File: src/rtl/hdlc_req_pkg.sv
package hdlc_req_pkg;
   // bit positions of the first control word; the request logic decodes them
   localparam int unsigned BIT_RX_IE   = 1;
   localparam int unsigned BIT_TX_IE   = 2;
   localparam int unsigned BIT_RX_DMA  = 3;
   localparam int unsigned BIT_TX_DMA  = 4;
   localparam int unsigned BIT_DISCARD = 5;
   localparam int unsigned CTL_MIN_W   = BIT_DISCARD + 1;

   typedef struct packed {
      logic rx_ie;
      logic tx_ie;
      logic rx_dma;
      logic tx_dma;
   } req_ctl_t;
endpackage

File: src/rtl/hdlc_ctl_word.sv
module hdlc_ctl_word
   import hdlc_req_pkg::*;
#(
   parameter int unsigned CTL_W = 8
) (
   input  logic             clk,
   input  logic             rst_n,
   input  logic             wr_i,
   input  logic [CTL_W-1:0] wdata_i,
   output req_ctl_t         ctl_o,
   output logic             discard_o
);
   generate
      if (CTL_W < CTL_MIN_W) begin : g_bad_width
         $error("hdlc_ctl_word: CTL_W too narrow for the enable fields");
      end
   endgenerate

   logic [CTL_W-1:0] word_q;
   logic             discard_q;

   always_ff @(posedge clk) begin
      if (!rst_n) begin
         word_q    <= '0;
         discard_q <= 1'b0;
      end else begin
         if (wr_i) word_q <= wdata_i;
         discard_q <= wr_i & wdata_i[BIT_DISCARD];
      end
   end

   always_comb begin
      ctl_o.rx_ie  = word_q[BIT_RX_IE];
      ctl_o.tx_ie  = word_q[BIT_TX_IE];
      ctl_o.rx_dma = word_q[BIT_RX_DMA];
      ctl_o.tx_dma = word_q[BIT_TX_DMA];
   end
   assign discard_o = discard_q;

   // a discard pulse needs a write at the edge before it
   a_r10_pulse_from_write: assert property (@(posedge clk) disable iff (!rst_n)
      discard_o |-> $past(wr_i));
   // the pulse lasts one cycle unless another write follows
   a_r10_single_cycle: assert property (@(posedge clk) disable iff (!rst_n)
      (discard_o && !wr_i) |=> !discard_o);
endmodule

File: src/rtl/hdlc_irq_merge.sv
module hdlc_irq_merge
   import hdlc_req_pkg::*;
#(
   parameter bit REG_OUT = 1'b1
) (
   input  logic     clk,
   input  logic     rst_n,
   input  req_ctl_t ctl_i,
   input  logic     tx_underrun_i,
   input  logic     tx_space_i,
   input  logic     rx_avail_i,
   input  logic     st2_req_i,
   input  logic     cts_i,
   output logic     irq_o
);
   logic tx_src, rx_src, irq_d;

   always_comb begin
      tx_src = ctl_i.tx_ie & ~ctl_i.tx_dma & (tx_underrun_i | tx_space_i);
      rx_src = ctl_i.rx_ie & ~ctl_i.rx_dma & (st2_req_i | rx_avail_i | cts_i);
      irq_d  = tx_src | rx_src;
   end

   generate
      if (REG_OUT) begin : g_reg
         logic irq_q;
         always_ff @(posedge clk) begin
            if (!rst_n) irq_q <= 1'b0;
            else        irq_q <= irq_d;
         end
         assign irq_o = irq_q;

         // both directions in DMA mode never interrupt
         a_r6_both_dma_quiet: assert property (@(posedge clk) disable iff (!rst_n)
            (ctl_i.tx_dma && ctl_i.rx_dma) |=> !irq_o);
         // with both enables off nothing interrupts
         a_r6_no_enable_quiet: assert property (@(posedge clk) disable iff (!rst_n)
            (!ctl_i.tx_ie && !ctl_i.rx_ie) |=> !irq_o);
         // an enabled underrun outside DMA mode interrupts
         a_r4_underrun_irq: assert property (@(posedge clk) disable iff (!rst_n)
            (ctl_i.tx_ie && !ctl_i.tx_dma && tx_underrun_i) |=> irq_o);
         // clear-to-send is a receive source only
         a_r5_cts_irq: assert property (@(posedge clk) disable iff (!rst_n)
            (ctl_i.rx_ie && !ctl_i.rx_dma && cts_i) |=> irq_o);
      end else begin : g_comb
         assign irq_o = irq_d;
      end
   endgenerate
endmodule

File: src/rtl/hdlc_dma_req.sv
module hdlc_dma_req #(
   parameter bit REG_OUT = 1'b1
) (
   input  logic clk,
   input  logic rst_n,
   input  logic rx_avail_i,
   input  logic rx_rd_i,
   input  logic tx_space_i,
   output logic rx_req_o,
   output logic tx_req_o
);
   logic rx_d, tx_d;

   always_comb begin
      rx_d = rx_avail_i & ~rx_rd_i;
      tx_d = tx_space_i;
   end

   generate
      if (REG_OUT) begin : g_reg
         logic rx_q, tx_q;
         always_ff @(posedge clk) begin
            if (!rst_n) begin
               rx_q <= 1'b0;
               tx_q <= 1'b0;
            end else begin
               rx_q <= rx_d;
               tx_q <= tx_d;
            end
         end
         assign rx_req_o = rx_q;
         assign tx_req_o = tx_q;

         // a read drops the receive request at the next edge
         a_r8_read_drops: assert property (@(posedge clk) disable iff (!rst_n)
            rx_rd_i |=> !rx_req_o);
         // no data, no receive request
         a_r7_no_data_no_req: assert property (@(posedge clk) disable iff (!rst_n)
            !rx_avail_i |=> !rx_req_o);
         // no room, no transmit request
         a_r9_no_space_no_req: assert property (@(posedge clk) disable iff (!rst_n)
            !tx_space_i |=> !tx_req_o);
      end else begin : g_comb
         assign rx_req_o = rx_d;
         assign tx_req_o = tx_d;
      end
   endgenerate
endmodule

File: src/rtl/hdlc_req_ctl.sv
module hdlc_req_ctl
   import hdlc_req_pkg::*;
#(
   parameter int unsigned CTL_W   = 8,
   parameter bit          REG_OUT = 1'b1
) (
   input  logic             clk,
   input  logic             rst_n,
   input  logic             cr_wr,
   input  logic [CTL_W-1:0] cr_wdata,
   input  logic             tx_underrun,
   input  logic             tx_space_raw,
   input  logic             rx_avail,
   input  logic             st2_req,
   input  logic             cts_status,
   input  logic             tx_reset,
   input  logic             rx_reset,
   input  logic             rx_data_rd,
   output logic             irq,
   output logic             rx_dma_req,
   output logic             tx_dma_req,
   output logic             tx_space,
   output logic             rx_discard
);
   req_ctl_t ctl;
   logic     rx_avail_q;

   // transmit room is hidden by transmitter reset and by clear-to-send
   assign tx_space   = tx_space_raw & ~tx_reset & ~cts_status;
   // a receiver in reset offers no data
   assign rx_avail_q = rx_avail & ~rx_reset;

   hdlc_ctl_word #(.CTL_W(CTL_W)) u_ctl (
      .clk       (clk),
      .rst_n     (rst_n),
      .wr_i      (cr_wr),
      .wdata_i   (cr_wdata),
      .ctl_o     (ctl),
      .discard_o (rx_discard)
   );

   hdlc_irq_merge #(.REG_OUT(REG_OUT)) u_irq (
      .clk           (clk),
      .rst_n         (rst_n),
      .ctl_i         (ctl),
      .tx_underrun_i (tx_underrun),
      .tx_space_i    (tx_space),
      .rx_avail_i    (rx_avail_q),
      .st2_req_i     (st2_req),
      .cts_i         (cts_status),
      .irq_o         (irq)
   );

   hdlc_dma_req #(.REG_OUT(REG_OUT)) u_dma (
      .clk        (clk),
      .rst_n      (rst_n),
      .rx_avail_i (rx_avail_q),
      .rx_rd_i    (rx_data_rd),
      .tx_space_i (tx_space),
      .rx_req_o   (rx_dma_req),
      .tx_req_o   (tx_dma_req)
   );

   generate
      if (REG_OUT) begin : g_chk
         // clear-to-send or transmitter reset blocks the transmit request
         a_r3_tx_blocked: assert property (@(posedge clk) disable iff (!rst_n)
            (tx_reset || cts_status) |=> !tx_dma_req);
         // receiver reset blocks the receive request
         a_r11_rx_blocked: assert property (@(posedge clk) disable iff (!rst_n)
            rx_reset |=> !rx_dma_req);
      end
   endgenerate
endmodule

File: config.mk
export PLATFORM = sky130hd
export DESIGN_NAME = hdlc_req_ctl
export DESIGN_NICKNAME = d
export VERILOG_FILES = /design/src/rtl/hdlc_req_pkg.sv /design/src/rtl/hdlc_ctl_word.sv /design/src/rtl/hdlc_irq_merge.sv /design/src/rtl/hdlc_dma_req.sv /design/src/rtl/hdlc_req_ctl.sv
export SDC_FILE = /design/constraint.sdc
export NUM_CORES = 1
export LEC_CHECK = 0
export CAP_MARGIN = 20
export CORE_AREA = 2 2 39 41
export DETAILED_ROUTE_END_ITERATION = 6
export DIE_AREA = 0 0 41 43
export PLACE_DENSITY = 0.58
export SYNTH_ARGS = -nofsm -noshare
export SYNTH_HDL_FRONTEND = slang
export SYNTH_SLANG_ARGS = --single-unit
File: constraint.sdc
create_clock -name clk -period 1.2 [get_ports clk]
set_input_delay 0.12 -clock clk [delete_from_list [all_inputs] [get_ports clk]]
set_output_delay 0.12 -clock clk [all_outputs]
set_load 0.05 [all_outputs]
==> flow_summary.toml <==
[status]
status = "finished, final reports clean"

[sta]
timing.fmax_mhz = 876
setup_viol = 0
final_max_slew_viol_count = 0
rsz0062_at_grt = "false"
worstMarginPinSlew_ns = 0.277
relSlewSlack = 0.815
hold_viol = 0
finalSetupTns_ns = 0
fin_crit_ns = 1.14
fin_hold_ws_ns = 0.461
finClkSkew_ns = 0.00316
period_share = 0.952

[drt]
drt_wl_total_um = 599
drc = 0
via_per_inst = 3.94
ant_nets = 0
wire_per_inst_um = 9.22
drt-initial-drc-count = 0
firstDrtPassIters = 1
num_vias = 256

[worst_setup_path]
start_kind = "input pin"
worstPathCellList = "clkdlybuf4s50_1 -> nor3b_4 -> buf_12"
path_delay_family = "buffers and inverters"
path_buf_inv = 2
cp-end-kind = "primary output"
critPathMaxStageDelay_ns = 0.45
required_ns = 1.08
crit_type = "in2out"
path_max_fanout = 3
slowest_stage = "clkdlybuf4s50_1"
crit_arrival_ns = 1.02

[floorplanning]
start_util = 0.218
rows = 14
pin_count = 24
die_w_um = 41
coreArea_um2 = 1380
fp.dieH_um = 43
dieArea_um2 = 1760

[cells_and_area]
layout.nets = 70
stdcell_count = 65
final_util = 0.430
antenna_cells = 0
area_growth_syn_to_layout_pct = 97.5
final_layout_size_suffix_gt1_frac = 0.204

[yosys]
synth_nets = 46
synthesis.area_um2 = 302
syn_avg_cell_area_um2 = 11.2
syn-instance-count = 27
yosysWarningCount = 0
synth-seq-area-share = 0.531
ys_seq_elements = 8
ys_types = 14

[clock_network]
cts_hold_buf = 0
cts_max_level = 1
clk_latency_ns = 0.25
numClockSinks = 8
cts_made_buffers = 3
clk_path_buf_depth = 2
root_buffer = "clkbuf_4"
cts.clk_slew.worst_paths_ns = 0.05
tritoncts = "done"

[grt]
antenna_found_initial = 0
grt_max_degree = 10
track_usage = 0.0906
overflow = 0
grt_pass1_vias = 250
grt_pass1_wl_um = 1010

[placed_design]
port_buffers = 20
hpwl_um = 481
placed_cells = 62
gp_congestion = 0.621

[min_path]
hold_path.class = "reg2reg"

[pwr]
powerDensity_nw_per_um2 = 1040
p_leak_nw = 0.241
power_w = 0.000617
vdd_ir_drop_max_mv = 0.557

[job]
cap_violations = 0
==> what timing repair did <==
item / 4_1_cts / 5_1_grt
setup buffers: 0 / 0
gates resized for setup: 0 / 1
endpoints found under the setup margin: 0 / 1
endpoints found under the hold margin: 0 / 0
==> report_power, final <==
| part | switching, W | total [W] | internal, W |
|---|---|---|---|
| logic | 0.0000483 | 0.000133 | 0.0000845 |
| registers | 0.00000745 | 0.000287 | 0.000279 |
| clock network | 0.0000834 | 0.000197 | 0.000114 |
| total | 0.000139 | 0.000617 | 0.000478 |
==> final cells by class <==
class | instances | area (um^2)
tap | 16 | 20.0
sequential | 8 | 160
clock buffer | 3 | 22.5
fill | 132 | 788
timing repair buffer | 20 | 250
multi-input combinational | 18 | 143
==> per-layer routing <==
metal	GRT usage	wire length [um]	part of all wire	up-vias
met5	0	0	0	-
met4	0.0200	0	0	0
met3	0.0942	76	0.13	0
met2	0.116	276	0.46	14
met1	0.104	246	0.41	104
li1	-	-	-	138
==> synth_stat cells <==
master	count	area share
dfxtp_1	8	0.53
mux2i_1	4	0.13
nor2b_1	4	0.083
and2_1	1	0.021
and3_1	1	0.021
and3b_1	1	0.029
buf_2	1	0.017
nand2_1	1	0.012
nand3b_1	1	0.025
nor2_1	1	0.012
nor2b_2	1	0.029
nor3_1	1	0.017
nor3b_2	1	0.041
o32ai_1	1	0.029
==> registers in the layout (all words and copies together) (netlist names) <==
name	flops
u_dma.tx_req_o	1
u_ctl.word_q	4
u_ctl.discard_o	1
u_dma.rx_req_o	1
u_irq.irq_o	1
==> cell families after synthesis <==
group	after synthesis	share of synthesized area
and+or+nand+nor	13	0.290
DFF	8	0.531
muxes	4	0.133
AOI/OAI and AO/OA	1	0.0291
buffers and inverters	1	0.0166
==> worst paths after layout <==
| check | endpoint | depth (start not counted) | slack (ns) | from |
|---|---|---|---|---|
| max | tx_space | 3 | 0.06 | tx_reset |
| min | u_irq.irq_o | 1 | 0.46 | u_ctl.word_q[3] |
| max reg2reg | u_irq.irq_o | 2 | 0.52 | u_ctl.word_q[1] |
| min reg2reg | u_irq.irq_o | 1 | 0.46 | u_ctl.word_q[3] |
==> layout by cell type (no fill, tap or decap), types with 3 or more instances in the layout <==
| cell | Yosys | final |
|---|---|---|
| clkdlybuf4s50_1 | 0 | 15 |
| dfxtp_1 | 8 | 8 |
| buf_12 | 0 | 5 |
| mux2i_1 | 4 | 4 |
| nor2b_1 | 4 | 4 |
| clkbuf_4 | 0 | 3 |
==> per-stage QoR <==
| stage | cell area (um^2) | worst slack [ns] |
|---|---|---|
| floorplan | 302 | 0.0783 |
| global placement | 567 | 0.0485 |
| detailed placement | 567 | 0.0395 |
| CTS | 589 | 0.0395 |
| global route | 596 | 0.0201 |
| finish | 596 | 0.0581 |
Note: power is estimated with default switching activity, not from simulation.
